<file path="src/rtl/nfc_pkg.sv">
`timescale 1ns/1ps
package nfc_pkg;

    typedef enum logic [1:0] {
        OP_READ   = 2'd0,
        OP_ERASE  = 2'd1,
        OP_STATUS = 2'd2,
        OP_NONE   = 2'd3
    } nfc_op_e;

    typedef enum logic [3:0] {
        S_PWR, S_IDLE, S_WE_LO, S_WE_HI, S_WAIT_RB,
        S_TAR, S_RE_LO, S_RE_HI, S_PUSH, S_DONE
    } nfc_state_e;

    localparam logic [7:0] CMD_RD_SETUP = 8'h00;
    localparam logic [7:0] CMD_RD_GO    = 8'h30;
    localparam logic [7:0] CMD_ER_SETUP = 8'h60;
    localparam logic [7:0] CMD_ER_GO    = 8'hD0;
    localparam logic [7:0] CMD_STATUS   = 8'h70;

    // round a nanosecond figure up to whole clocks, never below one
    function automatic int ns_to_clk(input int ns, input int clk_ns);
        int c;
        c = (ns + clk_ns - 1) / clk_ns;
        return (c < 1) ? 1 : c;
    endfunction

endpackage

</file>
<file path="src/rtl/nfc_timer.sv">
`timescale 1ns/1ps
module nfc_timer #(
    parameter int W       = 10,
    parameter int RST_VAL = 0
) (
    input  logic         clk,
    input  logic         rst_n,
    input  logic         load,
    input  logic [W-1:0] val,
    output logic         zero
);
    logic [W-1:0] cnt_q;

    always_ff @(posedge clk or negedge rst_n) begin
        if (!rst_n)              cnt_q <= W'(RST_VAL);
        else if (load)           cnt_q <= val;
        else if (cnt_q != '0)    cnt_q <= cnt_q - 1'b1;
    end

    assign zero = (cnt_q == '0);
endmodule

</file>
<file path="src/rtl/nfc_step_sel.sv">
`timescale 1ns/1ps
module nfc_step_sel
    import nfc_pkg::*;
#(
    parameter int COL_W = 11,
    parameter int ROW_W = 16
) (
    input  nfc_op_e          mode,
    input  logic [2:0]       idx,
    input  logic [COL_W-1:0] col,
    input  logic [ROW_W-1:0] row,
    output logic [7:0]       bus_byte,
    output logic             is_cmd,
    output logic             is_addr,
    output logic             is_last
);
    logic [15:0] col_x, row_x;
    assign col_x = 16'(col);
    assign row_x = 16'(row);

    always_comb begin
        bus_byte = CMD_STATUS;
        is_cmd   = 1'b1;
        is_addr  = 1'b0;
        is_last  = 1'b0;
        unique case (mode)
            OP_READ: begin
                unique case (idx)
                    3'd0: bus_byte = CMD_RD_SETUP;
                    3'd1: begin bus_byte = col_x[7:0];  is_cmd = 1'b0; is_addr = 1'b1; end
                    3'd2: begin bus_byte = col_x[15:8]; is_cmd = 1'b0; is_addr = 1'b1; end
                    3'd3: begin bus_byte = row_x[7:0];  is_cmd = 1'b0; is_addr = 1'b1; end
                    3'd4: begin bus_byte = row_x[15:8]; is_cmd = 1'b0; is_addr = 1'b1; end
                    default: begin bus_byte = CMD_RD_GO; is_last = 1'b1; end
                endcase
            end
            OP_ERASE: begin
                unique case (idx)
                    3'd0: bus_byte = CMD_ER_SETUP;
                    3'd1: begin bus_byte = row_x[7:0];  is_cmd = 1'b0; is_addr = 1'b1; end
                    3'd2: begin bus_byte = row_x[15:8]; is_cmd = 1'b0; is_addr = 1'b1; end
                    default: begin bus_byte = CMD_ER_GO; is_last = 1'b1; end
                endcase
            end
            default: is_last = 1'b1;
        endcase
    end
endmodule

</file>
<file path="src/rtl/nand_seq.sv">
`timescale 1ns/1ps
module nand_seq
    import nfc_pkg::*;
#(
    parameter int CLK_NS     = 20,
    parameter int T_WP_NS    = 25,
    parameter int T_WH_NS    = 20,
    parameter int T_REA_NS   = 30,
    parameter int T_REH_NS   = 10,
    parameter int T_AR_NS    = 10,
    parameter int T_WB_NS    = 100,
    parameter int T_PWR_NS   = 10000,
    parameter int PAGE_WORDS = 1056,
    parameter int COL_W      = 11,
    parameter int ROW_W      = 16,
    parameter int DW         = 16
) (
    input  logic             clk,
    input  logic             rst_n,
    input  logic             start,
    input  logic [1:0]       op,
    input  logic [ROW_W-1:0] row,
    input  logic [COL_W-1:0] col,
    input  logic [COL_W-1:0] count,
    output logic [DW-1:0]    rd_data,
    output logic             rd_valid,
    input  logic             rd_ready,
    output logic             busy,
    output logic             done,
    output logic             fail,
    output logic             nand_ce_n,
    output logic             nand_cle,
    output logic             nand_ale,
    output logic             nand_we_n,
    output logic             nand_re_n,
    output logic [DW-1:0]    nand_io_out,
    output logic             nand_io_oe,
    input  logic [DW-1:0]    nand_io_in,
    input  logic             nand_rb_n
);
    localparam int C_WP  = ns_to_clk(T_WP_NS, CLK_NS);
    localparam int C_WH  = ns_to_clk(T_WH_NS, CLK_NS);
    localparam int C_REA = ns_to_clk(T_REA_NS, CLK_NS);
    localparam int C_REH = ns_to_clk(T_REH_NS, CLK_NS);
    localparam int C_AR  = ns_to_clk(T_AR_NS, CLK_NS);
    localparam int C_WB  = ns_to_clk(T_WB_NS, CLK_NS);
    localparam int C_PWR = ns_to_clk(T_PWR_NS, CLK_NS);
    localparam int TW    = $clog2(C_PWR + C_WB + C_WP + C_WH + C_REA + C_REH + C_AR + 1);
    localparam logic [COL_W-1:0] COL_LAST = COL_W'(PAGE_WORDS - 1);

    nfc_state_e       state_q, state_d;
    nfc_op_e          op_q, mode_q;
    logic [2:0]       idx_q;
    logic [ROW_W-1:0] row_q;
    logic [COL_W-1:0] col_q, left_q;
    logic [DW-1:0]    data_q;
    logic             fail_q;

    logic             tmr_load, tmr_zero;
    logic [TW-1:0]    tmr_val;
    logic [7:0]       step_byte;
    logic             step_cmd, step_addr, step_last;
    logic             accept, last_word;

    nfc_timer #(.W(TW), .RST_VAL(C_PWR - 1)) tmr_i (
        .clk(clk), .rst_n(rst_n), .load(tmr_load), .val(tmr_val), .zero(tmr_zero)
    );

    nfc_step_sel #(.COL_W(COL_W), .ROW_W(ROW_W)) step_i (
        .mode(mode_q), .idx(idx_q), .col(col_q), .row(row_q),
        .bus_byte(step_byte), .is_cmd(step_cmd), .is_addr(step_addr), .is_last(step_last)
    );

    assign accept    = (state_q == S_IDLE) && start && (nfc_op_e'(op) != OP_NONE);
    assign last_word = (left_q == COL_W'(1)) || (col_q == COL_LAST);

    // next state and timer reload
    always_comb begin
        state_d  = state_q;
        tmr_load = 1'b0;
        tmr_val  = '0;
        unique case (state_q)
            S_PWR:   if (tmr_zero) state_d = S_IDLE;
            S_IDLE:  if (accept) begin
                state_d = S_WE_LO; tmr_load = 1'b1; tmr_val = TW'(C_WP - 1);
            end
            S_WE_LO: if (tmr_zero) begin
                state_d = S_WE_HI; tmr_load = 1'b1; tmr_val = TW'(C_WH - 1);
            end
            S_WE_HI: if (tmr_zero) begin
                tmr_load = 1'b1;
                if (!step_last) begin
                    state_d = S_WE_LO; tmr_val = TW'(C_WP - 1);
                end else if (mode_q == OP_STATUS) begin
                    state_d = S_TAR; tmr_val = TW'(C_AR - 1);
                end else begin
                    state_d = S_WAIT_RB; tmr_val = TW'(C_WB - 1);
                end
            end
            S_WAIT_RB: if (tmr_zero && nand_rb_n) begin
                tmr_load = 1'b1;
                if (op_q == OP_READ) begin
                    state_d = S_TAR; tmr_val = TW'(C_AR - 1);
                end else begin
                    state_d = S_WE_LO; tmr_val = TW'(C_WP - 1);
                end
            end
            S_TAR: if (tmr_zero) begin
                state_d = S_RE_LO; tmr_load = 1'b1; tmr_val = TW'(C_REA - 1);
            end
            S_RE_LO: if (tmr_zero) begin
                state_d = S_RE_HI; tmr_load = 1'b1; tmr_val = TW'(C_REH - 1);
            end
            S_RE_HI: if (tmr_zero) begin
                if (op_q != OP_ERASE)  state_d = S_PUSH;
                else if (data_q[6])    state_d = S_DONE;
                else begin
                    state_d = S_RE_LO; tmr_load = 1'b1; tmr_val = TW'(C_REA - 1);
                end
            end
            S_PUSH: if (rd_ready) begin
                if (op_q == OP_READ && !last_word) begin
                    state_d = S_RE_LO; tmr_load = 1'b1; tmr_val = TW'(C_REA - 1);
                end else begin
                    state_d = S_DONE;
                end
            end
            S_DONE:  state_d = S_IDLE;
            default: state_d = S_IDLE;
        endcase
    end

    // state register
    always_ff @(posedge clk or negedge rst_n) begin
        if (!rst_n) state_q <= S_PWR;
        else        state_q <= state_d;
    end

    // request, step and data registers
    always_ff @(posedge clk or negedge rst_n) begin
        if (!rst_n) begin
            op_q <= OP_READ; mode_q <= OP_READ; idx_q <= '0;
            row_q <= '0; col_q <= '0; left_q <= '0; data_q <= '0; fail_q <= 1'b0;
        end else begin
            if (accept) begin
                op_q   <= nfc_op_e'(op);
                mode_q <= nfc_op_e'(op);
                idx_q  <= '0;
                row_q  <= row;
                col_q  <= col;
                left_q <= (count == '0) ? COL_W'(1) : count;
            end
            if (state_q == S_WE_HI && tmr_zero && !step_last)
                idx_q <= idx_q + 3'd1;
            if (state_q == S_WAIT_RB && tmr_zero && nand_rb_n && op_q == OP_ERASE) begin
                mode_q <= OP_STATUS;
                idx_q  <= '0;
            end
            if (state_q == S_RE_LO && tmr_zero)
                data_q <= nand_io_in;
            if (state_q == S_RE_HI && tmr_zero &&
                (op_q == OP_STATUS || (op_q == OP_ERASE && data_q[6])))
                fail_q <= data_q[0];
            if (state_q == S_PUSH && rd_ready && op_q == OP_READ) begin
                col_q  <= col_q + 1'b1;
                left_q <= left_q - 1'b1;
            end
        end
    end

    // pin and host outputs
    always_comb begin
        nand_ce_n   = (state_q == S_PWR) || (state_q == S_IDLE) || (state_q == S_DONE);
        nand_io_oe  = (state_q == S_WE_LO) || (state_q == S_WE_HI);
        nand_cle    = nand_io_oe && step_cmd;
        nand_ale    = nand_io_oe && step_addr;
        nand_we_n   = (state_q != S_WE_LO);
        nand_re_n   = (state_q != S_RE_LO);
        nand_io_out = nand_io_oe ? DW'(step_byte) : '0;
        rd_valid    = (state_q == S_PUSH);
        rd_data     = (op_q == OP_STATUS) ? DW'(data_q[7:0]) : data_q;
        busy        = (state_q != S_IDLE);
        done        = (state_q == S_DONE);
        fail        = fail_q;
    end
endmodule

</file>
<file path="config.mk">
export PLATFORM = sky130hd
export DESIGN_NAME = nand_seq
export DESIGN_NICKNAME = d
export VERILOG_FILES = /design/src/rtl/nfc_pkg.sv /design/src/rtl/nfc_timer.sv /design/src/rtl/nfc_step_sel.sv /design/src/rtl/nand_seq.sv
export SDC_FILE = /design/constraint.sdc
export NUM_CORES = 1
export LEC_CHECK = 0
export BUFFER_PORTS_ARGS = -buffer_cell sky130_fd_sc_hd__buf_2
export CORE_ASPECT_RATIO = 0.8
export CORE_MARGIN = 3
export CORE_UTILIZATION = 50
export CTS_CLUSTER_DIAMETER = 200
export DETAILED_ROUTE_END_ITERATION = 10
export PLACE_DENSITY = 0.74
export SYNTH_ARGS = -nofsm -noshare
export SYNTH_HDL_FRONTEND = slang
export SYNTH_HIERARCHICAL = 1
export SYNTH_SLANG_ARGS = --single-unit
</file>
<file path="constraint.sdc">
create_clock -name clk -period 2.85 [get_ports clk]
set_clock_uncertainty 0.1 [all_clocks]
set_input_delay 0.1425 -clock clk [delete_from_list [all_inputs] [get_ports clk]]
set_output_delay 0.1425 -clock clk [all_outputs]
set_load 0.03 [all_outputs]
</file>
==> impl_metrics.json, run 1 <==
{
  "worst_slew_pin_slew_ps": 955,
  "setup_tns_ps": 0,
  "clock_power_share": 0.224,
  "clockRootBuffer": "clkbuf_16",
  "worstSetupStartpointType": "flip-flop",
  "synthToLayoutAreaGrowth_pct": 28.2,
  "most-common-layout-cells": "101 x nand2_1, 93 x buf_2, 69 x dfrtp_1, 51 x dlygate4sd3_1, 43 x nor2_1",
  "hpwlAfterDp_um": 8370,
  "cts_tree": "yes",
  "final_common_cell": "nand2_1",
  "hold_path.class": "in -> reg",
  "setup.worst_path.end_class": "output port",
  "ys_async_sr_fraction": 1.00,
  "cp.required_ps": 2610,
  "hold_viol": 0,
  "power.density_nw_per_um2": 896,
  "drive_gt1_frac": 0.248,
  "dp_slack_ps": 356,
  "routedWlPerCell_um": 15.3,
  "rows": 31,
  "avgSynthCellArea_um2": 8.75,
  "drtAntennaViolNets": 0,
  "finalMaxSlewViolations": 0,
  "synth_edf_count": 0,
  "fin_crit_ps": 2600,
  "netlist_area_um2": 4780,
  "status": "complete, no violations",
  "synth_ff_type": "dfrtp_1",
  "rsz0062_at_grt": "no",
  "fillers": 763,
  "clock_path_buffers": 2,
  "vias": 4536,
  "cts_buffers": 9,
  "gp_congestion": 0.927,
  "synth-seq-cells": 76,
  "boundaryPins": 103,
  "drtIter0Drc": 337,
  "cp.arrival_ps": 2360,
  "drc_errors": 0,
  "yosys_warnings": 6,
  "grt_overflow_total": 0,
  "grt_first_pass_wirelength_um": 20600,
  "power_frac_seq": 0.367,
  "insertion_delay_ps": 340,
  "grt_max_degree": 77,
  "path_max_fanout": 15,
  "grt_pass1_vias": 4430,
  "maxCapViolations": 0,
  "vias_per_cell": 5.61,
  "antenna_found_initial": 0,
  "start_util": 0.520,
  "setup_viol": 0,
  "ys_types": 76,
  "finalWorstSetupSlack_ps": 248,
  "drt-total-wl_um": 12400,
  "p_sw_mw": 2.26,
  "power_leakage_nw": 2.81,
  "clk_pin_slew_ps": 60,
  "relSlewSlack": 0.363,
  "synthCells": 546,
  "antennaDiodeCount": 0,
  "port_buffers": 94,
  "drt_pass1_iterations": 5,
  "p_int_mw": 3.22,
  "grtUsageTotal": 0.236,
  "fp.coreArea_um2": 9190,
  "p_sw_frac": 0.412,
  "fin_nets": 755,
  "fp.dieH_um": 93.4,
  "fmax_mhz": 384,
  "die_area_um2": 10800,
  "comb_power_share": 0.409,
  "cts_setup_buffers": 0,
  "die_w_um": 115,
  "period_share": 0.913,
  "htreeDepth": 3,
  "critical_path_class": "reg -> out",
  "yosysSeqAreaShare": 0.400,
  "peakVddDrop_v": 0.000376,
  "numClockSinks": 76
}
## layer usage
metal | vias to the layer above | GRT usage | share of wire
li1 | 2191 | - | -
met5 | - | 0 | 0
met3 | 26 | 0.0556 | 0.060
met2 | 164 | 0.389 | 0.47
met4 | 0 | 0.0665 | 0.017
met1 | 2155 | 0.311 | 0.45
## through the flow
step | power (mW) | util | area, um^2 | instances | hold WS (ps)
global placement | 4.09 | 0.575 | 5290 | 742 | 233
detailed placement | 4.17 | 0.575 | 5290 | 742 | 241
global route | 5.86 | 0.666 | 6120 | 809 | 11.3
finish | 5.48 | 0.666 | 6120 | 809 | 1.00
CTS | 5.49 | 0.666 | 6120 | 809 | 2.62
floorplan | 3.55 | - | 4830 | 561 | -253
## worst paths after layout
check | startpoint | to | slack [ps] | cells after the start
max | idx_q[2]$_DFFE_PN0P_ | nand_ale | 250 | 6
min reg2reg | row_q[13]$_DFFE_PN0P_ | row_q[13]$_DFFE_PN0P_ | 400 | 2
max reg2reg | tmr_i/cnt_q[0]$_DFFE_PN1P_ | state_q[0]$_DFFE_PN0P_ | 310 | 9
min | count[7] | left_q[7]$_DFFE_PN0P_ | 1 | 3
min in group asynchronous | rst_n | row_q[9]$_DFFE_PN0P_ | 390 | 2
max in group asynchronous | rst_n | data_q[4]$_DFFE_PN0P_ | 1640 | 2
## logic make-up (layout without fill, tap and decap cells)
logic type | Yosys count | count (layout) | share of synthesized area
AO/OA/AOI/OAI | 119 | 119 | 0.175
adder cells (fa/ha/maj) | 5 | 5 | 0.0131
multiplexers | 28 | 28 | 0.0644
buffers and inverters | 59 | 192 | 0.0707
other | 1 | 16 | 0.000785
AND/OR/NAND/NOR | 250 | 250 | 0.261
flip-flops | 76 | 76 | 0.400
XOR/XNOR | 8 | 8 | 0.0147
## power by group through the flow
stage                     logic, mW  clock network [mW]  registers [mW]
after floorplan                1.71                   0            1.84
after global placement         2.10                   0            1.99
after detailed placement       2.17                   0            2.01
after CTS                      2.24                1.25            2.00
after global routing           2.49                1.29            2.08
final                          2.24                1.23            2.02
## layout make-up
type                            count  area, um^2  share of cell area
Timing Repair Buffer              161        1100               0.180
Inverter                           15        56.3             0.00919
Sequential cell                    76        1910               0.312
Tap cell                          115         144              0.0235
Clock buffer                        9         225              0.0368
Multi-Input combinational cell    426        2590               0.422
Clock inverter                      7        98.8              0.0161
## synthesized netlist by cell type (6+ instances only)
| master | instances | area (um^2) |
|---|---|---|
| clkbuf_1 | 10 | 37.5 |
| o21ai_0 | 24 | 120 |
| buf_4 | 17 | 128 |
| inv_1 | 14 | 52.6 |
| a22oi_1 | 9 | 67.6 |
| a211oi_1 | 8 | 60.1 |
| mux2i_1 | 9 | 90.1 |
| nor2b_1 | 8 | 50.1 |
| nand2_1 | 101 | 379 |
| a21oi_1 | 21 | 105 |
| nand2b_1 | 8 | 50.1 |
| mux2_2 | 18 | 203 |
| o22ai_1 | 6 | 37.5 |
| nor3_1 | 7 | 35.0 |
| nand3_1 | 16 | 80.1 |
| dfstp_2 | 7 | 184 |
| nand4_1 | 7 | 43.8 |
| buf_2 | 12 | 60.1 |
| xnor2_1 | 6 | 52.6 |
| nor4_1 | 7 | 43.8 |
| dfrtp_1 | 69 | 1730 |
| and2_1 | 12 | 75.1 |
| nor2_1 | 44 | 165 |
| and3_1 | 15 | 93.8 |
## flip-flops by register name, indices dropped and copies added, names as in the netlist
name	count
col_q	11
data_q	16
fail	1
idx_q	3
left_q	11
mode_q	2
op_q	2
row_q	16
state_q	4
tmr_i/cnt_q	10
## what timing repair did
item,in CTS,in global routing
hold endpoints to repair,120,0
resized for setup,0,0
hold buffers,51,0
## critical path, cell delays in order, from the launching register on
cell     delay (ps)
dfrtp_1         630
nor3b_2         570
nand2_1         130
o21ai_0         160
nor2b_1         160
and3_1          160
buf_2           200
(Power assumes the default switching activity.)
==> run 2, diff against run 1 <==
==> constraint.sdc (replaced) <==
create_clock -name clk -period 2.85 [get_ports clk]
set_clock_uncertainty 0.1 [all_clocks]
set_input_delay 0.285 -clock clk [delete_from_list [all_inputs] [get_ports clk]]
set_output_delay 0.285 -clock clk [all_outputs]
set_load 0.03 [all_outputs]
==> impl_metrics.json, run 2 (same netlist as run 1, synthesis figures left out) <==
{
  "status": "complete, no violations",
  "drtIter0Drc": 403,
  "htreeDepth": 3,
  "port_buffers": 94,
  "r2r-end": "state_q[0]$_DFFE_PN0P_",
  "finalMaxSlewViolations": 0,
  "setup_viol": 0,
  "p_sw_frac": 0.412,
  "drive_gt1_frac": 0.267,
  "reg_top3": "data_q x16, row_q x16",
  "r2r-start": "tmr_i/cnt_q[0]$_DFFE_PN1P_",
  "comb_power_share": 0.407,
  "p_sw_mw": 2.22,
  "drt_pass1_iterations": 5,
  "r2r_setup_slack_ps": 330,
  "placed_cells": 743,
  "final_util": 0.610,
  "vias_per_cell": 5.75,
  "fp.dieH_um": 93.4,
  "crit_chain": "buf_4 > mux2i_1 > nor2_1 > a2111oi_0 > nor2_1 > and3_1 > buf_2",
  "fin_area_um2": 5610,
  "grt_pass1_vias": 4157,
  "grt_overflow_total": 0,
  "rows": 31,
  "drtAntennaViolNets": 0,
  "fmax_mhz": 380,
  "clockRootBuffer": "clkbuf_16",
  "period_share": 0.923,
  "most-common-layout-cells": "101 x nand2_1, 93 x buf_2, 68 x dfrtp_1, 43 x nor2_1, 24 x o21ai_0",
  "peakVddDrop_v": 0.000468,
  "postCtsHoldBufs": 0,
  "final_cells": 758,
  "worst_slew_pin_slew_ps": 938,
  "cts_resized": 0,
  "routedWlPerCell_um": 15.6,
  "cp.arrival_ps": 2250,
  "setup_tns_ps": 0,
  "reg2regPathDepth": 9,
  "hpwlAfterDp_um": 8540,
  "cp_slowest_stage_delay_ps": 520,
  "hold_viol": 0,
  "fp.coreArea_um2": 9190,
  "fin_crit_ps": 2630,
  "clk_pin_slew_ps": 60,
  "numClockSinks": 76,
  "grtUsageTotal": 0.231,
  "clock_path_buffers": 2,
  "final_common_cell": "nand2_1",
  "power.density_nw_per_um2": 960,
  "die_area_um2": 10800,
  "cts_buffers": 9,
  "grt_first_pass_wirelength_um": 20100,
  "start_util": 0.520,
  "clock_power_share": 0.219,
  "cp.required_ps": 2470,
  "critical_path_class": "reg -> out",
  "p_int_mw": 3.17,
  "hold_path.class": "in -> async",
  "worstSetupStartpointType": "flip-flop",
  "cts_setup_buffers": 0,
  "drc_errors": 0,
  "setup.worst_path.end_class": "output port",
  "finalPower_mw": 5.39,
  "path_max_fanout": 12,
  "die_w_um": 115,
  "rsz0062_at_grt": "no",
  "cp_slowest_cell": "dfrtp_2",
  "crit_top_cell": "nor2_1",
  "antenna_found_initial": 0,
  "power_leakage_nw": 2.59,
  "grt_max_degree": 77,
  "drt-total-wl_um": 11900,
  "placed_area_um2": 5300,
  "vias": 4362,
  "insertion_delay_ps": 330,
  "fin_nets": 705,
  "antennaDiodeCount": 0,
  "gp_congestion": 0.898,
  "synthToLayoutAreaGrowth_pct": 17.5,
  "relSlewSlack": 0.375,
  "boundaryPins": 103,
  "maxCapViolations": 0,
  "power_frac_seq": 0.374,
  "cts_tree": "yes"
}
## run 2: power by group through the flow
stage | Sequential (mW) | Combinational [mW] | Clock (mW)
after floorplan | 1.84 | 1.71 | 0
after global placement | 1.99 | 2.11 | 0
after detailed placement | 2.01 | 2.17 | 0
after CTS | 2.00 | 2.20 | 1.20
after global routing | 2.08 | 2.47 | 1.25
final | 2.02 | 2.19 | 1.18
## run 2: worst max-delay path by stage
stage	startpoint	to	slack (ps)	depth (start not counted)
after floorplan	tmr_i/cnt_q[0]$_DFFE_PN1P_	tmr_i/cnt_q[6]$_DFFE_PN1P_	300	14
after global placement	idx_q[1]$_DFFE_PN0P_	idx_q[2]$_DFFE_PN0P_	470	7
after detailed placement	tmr_i/cnt_q[0]$_DFFE_PN1P_	tmr_i/cnt_q[2]$_DFFE_PN0P_	370	10
after CTS	idx_q[1]$_DFFE_PN0P_	nand_io_out[0]	140	6
after global routing	idx_q[0]$_DFFE_PN0P_	nand_io_out[1]	9	7
final	idx_q[1]$_DFFE_PN0P_	nand_io_out[6]	220	7
## run 2: through the flow
step                      hold slack, ps  worst slack, ps
after CTS                           36.4              136
final                              0.375              220
after floorplan                     -111              301
after detailed placement             371              373
after global routing                49.1             8.66
after global placement               375              473
## run 2: worst max-delay path, delay by kind of cell, from the launching register on
kind | cells | cell delay (ps)
mux | 1 | 210
flops | 1 | 520
buf+inv | 2 | 400
compound gates | 1 | 440
simple gates | 3 | 330
## run 2: final cells by class
cell class                      instances  area [um^2]
Fill cell                             797         3580
Multi-Input combinational cell        426         2590
Sequential cell                        76         1910
Timing Repair Buffer                  111          601
Clock buffer                           10          229
Tap cell                              115          144
Clock inverter                          5         77.6
Inverter                               15         56.3
## run 2: metal layers
metal | vias to the layer above | track usage | share of wire
met1 | 2054 | 0.326 | 0.45
met3 | 14 | 0.0608 | 0.093
met5 | - | 0 | 0
met2 | 198 | 0.351 | 0.45
met4 | 0 | 0.0616 | 0.010
li1 | 2096 | - | -
